File: src/rtl/cplq_pkg.sv
package cplq_pkg;
    localparam int ENTRY_W = 64;
    localparam int TAG_W   = ENTRY_W - 1;
    localparam int REG_AW  = 8;
    localparam int REG_DW  = 8;

    // register offsets
    localparam logic [REG_AW-1:0] OFS_IRQ_STAT = 8'h30;
    localparam logic [REG_AW-1:0] OFS_IRQ_MASK = 8'h34;
    localparam logic [REG_AW-1:0] OFS_DB_STAT  = 8'h9C;
    localparam logic [REG_AW-1:0] OFS_DB_CLR   = 8'hA0;

    localparam logic [REG_DW-1:0] MASK_RESET   = 8'h05;
    localparam int                MASK_GATE_B  = 2;
    localparam logic [REG_DW-1:0] STAT_ACTIVE  = 8'h04;
endpackage

File: src/rtl/cplq_slot_ptr.sv
module cplq_slot_ptr #(
    parameter int SLOTS = 1024,
    parameter int IDX_W = 10
) (
    input  logic             clk,
    input  logic             rst_n,
    input  logic             adv,
    output logic [IDX_W-1:0] slot_idx,
    output logic             phase
);
    localparam logic [IDX_W-1:0] LAST = IDX_W'(SLOTS - 1);

    typedef struct packed {
        logic [IDX_W-1:0] idx;
        logic             ph;
    } ptr_t;

    ptr_t ptr_d, ptr_q;

    always_comb begin
        ptr_d = ptr_q;
        if (adv) begin
            if (ptr_q.idx == LAST) begin
                ptr_d.idx = '0;
                ptr_d.ph  = ~ptr_q.ph;
            end else begin
                ptr_d.idx = ptr_q.idx + 1'b1;
            end
        end
    end

    always_ff @(posedge clk) begin
        if (!rst_n) begin
            ptr_q.idx <= '0;
            ptr_q.ph  <= 1'b1;
        end else begin
            ptr_q <= ptr_d;
        end
    end

    assign slot_idx = ptr_q.idx;
    assign phase    = ptr_q.ph;

    assert_wrap_flip_R2: assert property (@(posedge clk) disable iff (!rst_n)
        (adv && ptr_q.idx == LAST) |=> (ptr_q.idx == '0) && (ptr_q.ph != $past(ptr_q.ph)))
        else $error("wrap did not invert phase");
endmodule

File: src/rtl/cplq_credit.sv
module cplq_credit #(
    parameter int SLOTS = 1024,
    parameter int CNT_W = 11
) (
    input  logic clk,
    input  logic rst_n,
    input  logic take,
    input  logic give,
    output logic avail
);
    localparam logic [CNT_W-1:0] FULL = CNT_W'(SLOTS);

    typedef struct packed {
        logic [CNT_W-1:0] cnt;
    } cred_t;

    cred_t cr_d, cr_q;

    always_comb begin
        cr_d = cr_q;
        unique case ({take, give})
            2'b10:   cr_d.cnt = cr_q.cnt - CNT_W'(1);
            2'b01:   cr_d.cnt = cr_q.cnt + CNT_W'(1);
            default: cr_d.cnt = cr_q.cnt;
        endcase
    end

    always_ff @(posedge clk) begin
        if (!rst_n) cr_q.cnt <= FULL;
        else        cr_q <= cr_d;
    end

    assign avail = (cr_q.cnt != '0);

    assert_credit_bound_R3: assert property (@(posedge clk) disable iff (!rst_n)
        cr_q.cnt <= FULL)
        else $error("credit count above ring size");

    assert_no_take_empty_R3: assert property (@(posedge clk) disable iff (!rst_n)
        take |-> (cr_q.cnt != '0))
        else $error("tag taken with no free slot");
endmodule

File: src/rtl/cplq_doorbell.sv
module cplq_doorbell
    import cplq_pkg::*;
(
    input  logic              clk,
    input  logic              rst_n,
    input  logic              set_evt,
    input  logic              msi_en,
    input  logic              reg_wr,
    input  logic              reg_rd,
    input  logic [REG_AW-1:0] reg_addr,
    input  logic [REG_DW-1:0] reg_wdata,
    output logic [REG_DW-1:0] reg_rdata,
    output logic              irq
);
    typedef struct packed {
        logic              pend;
        logic [REG_DW-1:0] mask;
    } db_t;

    db_t db_d, db_q;
    logic irq_en;
    logic clr_wr;

    assign irq_en = ~db_q.mask[MASK_GATE_B];
    assign clr_wr = reg_wr && (reg_addr == OFS_DB_CLR) && reg_wdata[0];
    assign irq    = db_q.pend && irq_en;

    always_comb begin
        db_d = db_q;
        if (reg_wr && reg_addr == OFS_IRQ_MASK)
            db_d.mask = reg_wdata;
        // new completion dominates any clear
        if (set_evt)
            db_d.pend = 1'b1;
        else if (clr_wr)
            db_d.pend = 1'b0;
        else if (msi_en && db_q.pend && irq_en)
            db_d.pend = 1'b0;
    end

    always_ff @(posedge clk) begin
        if (!rst_n) begin
            db_q.pend <= 1'b0;
            db_q.mask <= MASK_RESET;
        end else begin
            db_q <= db_d;
        end
    end

    always_comb begin
        reg_rdata = '0;
        if (reg_rd) begin
            unique case (reg_addr)
                OFS_IRQ_STAT: reg_rdata = (db_q.pend && irq_en) ? STAT_ACTIVE : '0;
                OFS_IRQ_MASK: reg_rdata = db_q.mask;
                OFS_DB_STAT:  reg_rdata = {{(REG_DW-1){1'b0}}, db_q.pend};
                default:      reg_rdata = '0;
            endcase
        end
    end

    assert_set_pend_R5: assert property (@(posedge clk) disable iff (!rst_n)
        set_evt |=> db_q.pend)
        else $error("entry write did not raise pending");

    assert_clear_R6: assert property (@(posedge clk) disable iff (!rst_n)
        (clr_wr && !set_evt) |=> !db_q.pend)
        else $error("doorbell clear ignored");

    assert_msi_autoclr_R9: assert property (@(posedge clk) disable iff (!rst_n)
        (msi_en && irq && !set_evt) |=> !db_q.pend)
        else $error("pending not auto-cleared after message");

    assert_masked_quiet_R7: assert property (@(posedge clk) disable iff (!rst_n)
        (reg_wr && reg_addr == OFS_IRQ_MASK && reg_wdata[MASK_GATE_B]) |=> !irq)
        else $error("irq while masked");
endmodule

File: src/rtl/cplq_ring_writer.sv
module cplq_ring_writer
    import cplq_pkg::*;
#(
    parameter int SLOTS  = 1024,
    parameter int ADDR_W = 40
) (
    input  logic              clk,
    input  logic              rst_n,
    input  logic              msi_en,
    input  logic [ADDR_W-1:0] ring_base,
    input  logic              cpl_valid,
    output logic              cpl_ready,
    input  logic [TAG_W-1:0]  cpl_tag,
    input  logic              credit_ret,
    output logic              mem_wvalid,
    input  logic              mem_wready,
    output logic [ADDR_W-1:0] mem_waddr,
    output logic [ENTRY_W-1:0] mem_wdata,
    input  logic              reg_wr,
    input  logic              reg_rd,
    input  logic [REG_AW-1:0] reg_addr,
    input  logic [REG_DW-1:0] reg_wdata,
    output logic [REG_DW-1:0] reg_rdata,
    output logic              irq
);
    localparam int IDX_W = (SLOTS > 1) ? $clog2(SLOTS) : 1;
    localparam int CNT_W = $clog2(SLOTS + 1);
    localparam int PAD_W = ADDR_W - IDX_W - 3;

    typedef struct packed {
        logic               busy;
        logic [ADDR_W-1:0]  addr;
        logic [ENTRY_W-1:0] data;
    } wr_t;

    wr_t wr_d, wr_q;

    logic             tag_fire;
    logic             wr_fire;
    logic             credit_ok;
    logic [IDX_W-1:0] slot_idx;
    logic             phase;
    logic [ADDR_W-1:0] slot_ofs;

    assign wr_fire   = wr_q.busy && mem_wready;
    assign cpl_ready = credit_ok && (!wr_q.busy || mem_wready);
    assign tag_fire  = cpl_valid && cpl_ready;
    assign slot_ofs  = {{PAD_W{1'b0}}, slot_idx, 3'b000};

    cplq_slot_ptr #(.SLOTS(SLOTS), .IDX_W(IDX_W)) u_ptr (
        .clk      (clk),
        .rst_n    (rst_n),
        .adv      (tag_fire),
        .slot_idx (slot_idx),
        .phase    (phase)
    );

    cplq_credit #(.SLOTS(SLOTS), .CNT_W(CNT_W)) u_credit (
        .clk   (clk),
        .rst_n (rst_n),
        .take  (tag_fire),
        .give  (credit_ret),
        .avail (credit_ok)
    );

    cplq_doorbell u_db (
        .clk       (clk),
        .rst_n     (rst_n),
        .set_evt   (wr_fire),
        .msi_en    (msi_en),
        .reg_wr    (reg_wr),
        .reg_rd    (reg_rd),
        .reg_addr  (reg_addr),
        .reg_wdata (reg_wdata),
        .reg_rdata (reg_rdata),
        .irq       (irq)
    );

    always_comb begin
        wr_d = wr_q;
        if (tag_fire) begin
            wr_d.busy = 1'b1;
            wr_d.addr = ring_base + slot_ofs;
            wr_d.data = {cpl_tag, phase};
        end else if (wr_fire) begin
            wr_d.busy = 1'b0;
        end
    end

    always_ff @(posedge clk) begin
        if (!rst_n) begin
            wr_q.busy <= 1'b0;
            wr_q.addr <= '0;
            wr_q.data <= '0;
        end else begin
            wr_q <= wr_d;
        end
    end

    assign mem_wvalid = wr_q.busy;
    assign mem_waddr  = wr_q.addr;
    assign mem_wdata  = wr_q.data;

    assert_entry_tag_R1: assert property (@(posedge clk) disable iff (!rst_n)
        tag_fire |=> mem_wvalid && (mem_wdata[ENTRY_W-1:1] == $past(cpl_tag)))
        else $error("entry does not carry accepted tag");

    assert_hold_stall_R4: assert property (@(posedge clk) disable iff (!rst_n)
        (mem_wvalid && !mem_wready) |=> mem_wvalid && $stable(mem_wdata) && $stable(mem_waddr))
        else $error("write request changed while stalled");
endmodule

File: config.mk
export PLATFORM = sky130hd
export DESIGN_NAME = cplq_ring_writer
export DESIGN_NICKNAME = d
export VERILOG_FILES = /design/src/rtl/cplq_pkg.sv /design/src/rtl/cplq_slot_ptr.sv /design/src/rtl/cplq_credit.sv /design/src/rtl/cplq_doorbell.sv /design/src/rtl/cplq_ring_writer.sv
export SDC_FILE = /design/constraint.sdc
export NUM_CORES = 1
export LEC_CHECK = 0
export ABC_AREA = 1
export CAP_MARGIN = 10
export CORE_ASPECT_RATIO = 0.5
export CORE_MARGIN = 8
export CORE_UTILIZATION = 50
export DETAILED_ROUTE_END_ITERATION = 8
export PLACE_DENSITY_LB_ADDON = 0.2
export SYNTH_ARGS = -nofsm -noshare
export SYNTH_HDL_FRONTEND = slang
export SYNTH_SLANG_ARGS = --single-unit
File: constraint.sdc
create_clock -name clk -period 5.45 [get_ports clk]
set_input_delay 1.09 -clock clk [delete_from_list [all_inputs] [get_ports clk]]
set_output_delay 1.09 -clock clk [all_outputs]
set_load 0.1 [all_outputs]
=== After elaboration in Yosys (flattened, before gate mapping) ===
Cells that the tools add are included.

* Bits in registers: 136
* Bits in latches: 0
* Memory bits (writable): 0
* ROM bits: 0
* Input bits: 127
* Memories: 0

* $add $sub $neg: 4
* Multipliers: 0
* Divide/modulo/power cells: 0
* Order comparisons: 0
* Equal/unequal tests: 7
* Shift operators: 0
* Multiplexer cells: 10
* Bitwise logic cells: 2
* Reduce and logical (&&, ||, !) cells: 16

{| class="wikitable"
|+ Operators by type and width
! kind !! number
|-
| 40-bit by 13-bit adder with 40-bit output || 1
|-
| 8-bit one-hot mux with 3 select lines || 1
|-
| 11-bit one-hot mux with 2 select lines || 1
|-
| 8-bit by 6-bit == test with 1-bit output (second input constant) || 2
|-
| 8-bit == test (second input constant) || 2
|-
| 11-bit by 1-bit adder with 11-bit output (second input constant) || 1
|-
| 11-bit nonzero test || 1
|-
| 11-bit by 1-bit subtractor with 11-bit output (second input constant) || 1
|-
| 10-bit by 1-bit adder with 10-bit output (second input constant) || 1
|-
| 10-bit == test (second input constant) || 1
|-
| 10-bit 2-to-1 mux || 1
|-
| 1-bit logical AND || 9
|-
| 8-bit 2-to-1 mux || 1
|-
| 1-bit 2-to-1 mux || 5
|-
| 2-bit nonzero test || 2
|-
| 3-bit 2-to-1 mux || 1
|-
| 3-bit nonzero test || 1
|-
| 2-bit by 1-bit == test with 1-bit output (second input constant) || 1
|-
| 2-bit == test (second input constant) || 1
|-
| 1-bit NOT || 2
|-
| 2-bit AND reduction || 1
|-
| 1-bit zero test || 1
|-
| 1-bit logical OR || 1
|}

=== Logic depth before layout (Yosys ltp) ===
* Depth in word-level cells: 6
* Mapped depth: 17

=== Cells and area by module ===
A second synthesis with hierarchy kept.

* Cells, all modules: 1163
* Area total of the unflattened synthesis: 7629.8 um2

{| class="wikitable"
|+ Modules (own cells, without submodules)
! module !! instances !! cells each !! area an instance (um2) !! sequential area each (um2)
|-
| cplq_ring_writer || 1 || 801 || 5376.4 || 2102.0
|-
| cplq_credit || 1 || 161 || 1016.0 || 220.2
|-
| cplq_doorbell || 1 || 125 || 688.2 || 180.2
|-
| cplq_slot_ptr || 1 || 76 || 549.3 || 220.2
|}

=== Worst setup path after synthesis ===
No wires, ideal clock.

* Kind: input port to output port
* From: input port reg_addr[1]
* To: output port reg_rdata[1]
* Arrival time: 3705 ps
* Data required time: 4360 ps
* Slack: 655 ps
* Stages on the path: 5
* Buffers on the path: 0
* Cells stage by stage: nor2_1 nand2_1 nor3_1 inv_1 nor3_1

* Longest elaborated chain between the ends: 3
* Elaborated cells on any way between the ends: 5
* Classes of those cells: eq/ne: 3; mux: 2

{| class="wikitable"
|+ Ends and longest elaborated chain
! what !! RTL line !! RTL
|-
| from (decl) || cplq_ring_writer.sv:21 || <nowiki>input logic [REG_AW-1:0] reg_addr,</nowiki>
|-
| 8-bit == test / 8-bit by 6-bit == test with 1-bit output (equally long branches) || cplq_doorbell.sv:53 || <nowiki>unique case (reg_addr)</nowiki>
|-
| 8-bit one-hot mux with 3 select lines * || cplq_doorbell.sv:53 ||
|-
| 8-bit 2-to-1 mux * || cplq_doorbell.sv:52 || <nowiki>if (reg_rd) begin</nowiki>
|-
| to (decl) || cplq_ring_writer.sv:23 || <nowiki>output logic [REG_DW-1:0] reg_rdata,</nowiki>
|}

Mark *: on every way between the ends. The rest lies on a longest branch, timed or not.

=== Worst setup path after layout ===
* From: input port mem_wready
* To: output port cpl_ready

* Longest elaborated chain between the ends: 2

{| class="wikitable"
|+ Ends and longest elaborated chain
! what !! RTL line !! RTL
|-
| from (decl) || cplq_ring_writer.sv:16 || <nowiki>input logic mem_wready,</nowiki>
|-
| 1-bit logical OR || cplq_ring_writer.sv:46 || <nowiki>assign cpl_ready = credit_ok && (!wr_q.busy || mem_wready);</nowiki>
|-
| 1-bit logical AND || cplq_ring_writer.sv:46 ||
|-
| to (decl) || cplq_ring_writer.sv:12 || <nowiki>output logic cpl_ready,</nowiki>
|}

Every way passes these cells.

==> results.sh <==
export IMPL_std_cell_rows=31
export IMPL_ant_nets=0
export IMPL_ys_types=32
export IMPL_tns_ps=0
export IMPL_nets=1485
export IMPL_cts_setup_buffers=0
export IMPL_end_kind="primary output"
export IMPL_rrSetupSlack_ps=2610
export IMPL_hold_end="mem_wdata[38]"
export IMPL_rsz0062_at_grt="false"
export IMPL_start_util=0.508
export IMPL_synth_nets=1264
export IMPL_maxCapViolCount=0
export IMPL_worstHoldStart="mem_wdata[38]"
export IMPL_cts_buffer_depth=2
export IMPL_via_per_inst=5.07
export IMPL_htree_levels=4
export IMPL_synth_area_mux_share=0
export IMPL_place_hpwl_um=17000
export IMPL_gp_congestion=0.958
export IMPL_stdcell_area_mm2=0.0103
export IMPL_fp_dieH_um=102
export IMPL_final_cell_mix="nand2_1, clkdlybuf4s50_1, inv_1"
export IMPL_synthToLayoutAreaGrowth_pct=40.6
export IMPL_grt_pass1_wl_um=37100
export IMPL_reg2reg_to="u_credit.cr_q[6]"
export IMPL_placed_area_mm2=0.00973
export IMPL_synth_seq_area_share=0.372
export IMPL_clkSinkCount=136
export IMPL_hold_path_depth=2
export IMPL_io_buffers=241
export IMPL_synth_top_family_by_area="simple AND/OR/NAND/NOR gates"
export IMPL_yosysWarnings=0
export IMPL_clk_transition_reported_paths_ps=60
export IMPL_rr_startpoint="u_credit.cr_q[0]"
export IMPL_grt_max_degree=115
export IMPL_die_area_mm2=0.0190
export IMPL_vdd_drop_max_mv=0.231
export IMPL_ys_flop_type="dfxtp_1"
export IMPL_slew_headroom=0.244
export IMPL_gr_total_overflow=0
export IMPL_die_w_um=187
export IMPL_syn_area_per_cell_um2=6.57
export IMPL_path_max_fanout=3
export IMPL_fmax_mhz=246
export IMPL_synth_xor_area_share=0.0180
export IMPL_required_ps=4360
export IMPL_wire_per_inst_um=14.8
export IMPL_tightest_slew_ps=1130
export IMPL_hold_buffers=0
export IMPL_vias=7836
export IMPL_synth_compound_area_frac=0.140
export IMPL_drt_total_wl_um=22900
export IMPL_final_layout_size_suffix_gt1_frac=0.0386
export IMPL_synthCells=1114
export IMPL_final_common_cell="nand2_1"
export IMPL_clk_latency_ps=420
export IMPL_cts_tree="built"
export IMPL_clock_skew_ps=13.0
export IMPL_period_share=0.747
export IMPL_post_cts_resized_instances=0
export IMPL_antenna_found_initial=0
export IMPL_cts_made_buffers=17
export IMPL_synth_edf_count=0
export IMPL_root_buffer="clkbuf_16"
export IMPL_drc=0
export IMPL_whs_ps=464
export IMPL_synthAdderAreaFrac=0.0414
export IMPL_ys_ff_latch=136
export IMPL_p_per_area_mw_per_mm2=327
export IMPL_n_antenna_cell=0
export IMPL_grt_pass1_vias=7663
export IMPL_core_area_mm2=0.0144
export IMPL_drt_first_pass_iters=6
export IMPL_synth_simple_area_share=0.322
export IMPL_p_leak_uw=0.00466
export IMPL_startpoint_type="input pin"
export IMPL_hp_class="reg -> reg"
export IMPL_rr_worst_depth=15
export IMPL_grt_util_all_layers=0.236
export IMPL_async_reset_ff_frac=0
export IMPL_crit_arrival_ps=2980
export IMPL_hold_viol=0
export IMPL_min_period_ps=4070
export IMPL_crit_type="in -> out"
export IMPL_io_pins=242
export IMPL_initialDrtViolationCount=524
export IMPL_setup_violations=0
export IMPL_status="finished clean"
export IMPL_slew_viol_final=0
export IMPL_synth_area_mm2=0.00732
sequential cells by signal, indices dropped and copies added (netlist names):
name	flops
u_ptr.phase	1
mem_waddr	40
mem_wvalid	1
u_db.db_q	9
u_ptr.slot_idx	10
u_credit.cr_q	11
mem_wdata	64
cells in the mapped netlist, types with 8 or more instances:
cell type / n / share of area
nand2_1: 367 / 0.19
inv_1: 137 / 0.070
dfxtp_1: 136 / 0.37
a21oi_1: 110 / 0.075
nand3_1: 80 / 0.055
nor2_1: 79 / 0.041
o21a_1: 26 / 0.027
o21ai_0: 24 / 0.016
clkbuf_1: 23 / 0.012
ha_1: 21 / 0.036
nor3_1: 18 / 0.012
nand4_1: 11 / 0.0094
o21ai_1: 10 / 0.0068
buf_6: 8 / 0.012
nand3b_1: 8 / 0.0082
xnor2_1: 8 / 0.0096
worst max-delay path, stage by stage:
cell and delay (ps):
clkdlybuf4s50_1 470, inv_1 50, nand2_1 120, nand2_1 70
inv_1 50, clkdlybuf4s50_1 1130
worst max path at each step:
stage / depth (start not counted) / start / slack [ps] / to
floorplan: 5 / reg_addr[1] / 660 / reg_rdata[1]
detailed placement: 6 / mem_wready / 1360 / cpl_ready
global placement: 6 / mem_wready / 1350 / cpl_ready
global route: 6 / mem_wready / 1320 / cpl_ready
CTS: 6 / mem_wready / 1360 / cpl_ready
finish: 6 / mem_wready / 1380 / cpl_ready
metrics by stage:
| step | setup WS, ps | std cells | utilization | power (µW) |
|---|---|---|---|---|
| final | 1380 | 1546 | 0.715 | 3360 |
| after global routing | 1320 | 1546 | 0.715 | 3510 |
| after CTS | 1360 | 1546 | 0.715 | 3370 |
| after detailed placement | 1360 | 1514 | 0.676 | 2270 |
| after global placement | 1350 | 1514 | 0.676 | 2260 |
| after floorplan | 655 | 1114 | - | 1970 |
cell families (layout without fill, tap and decap cells):
kind of cell,after synthesis,after routing
AOI/OAI and AO/OA,185,185
xor gates and xnor gates,15,15
adders and majority gates,23,23
buffers and inverters,183,417
DFF,136,136
and+or+nand+nor,572,572
power breakdown:
| part | internal [µW] | total (µW) | switching [µW] |
|---|---|---|---|
| logic | 332 | 1130 | 799 |
| registers | 1080 | 1130 | 50.9 |
| clock network | 602 | 1100 | 499 |
| total | 2010 | 3360 | 1350 |
layout make-up:
class	instances	area, µm²
well taps	198	248
clock inverters	15	134
clock buffers	17	425
multi-input cells	795	3810
inverters	141	532
fillers	1180	4100
repair buffers	244	2410
flip-flops and latches	136	2720
layer usage:
layer / track usage / wire length, µm / vias up
met2: 0.421 / 11100 / 257
li1: - / - / 3995
met3: 0.0674 / 1510 / 50
met4: 0.102 / 717 / 0
met1: 0.264 / 9580 / 3534
met5: 0 / 0 / -
Note: power is estimated with default switching activity, not from simulation.
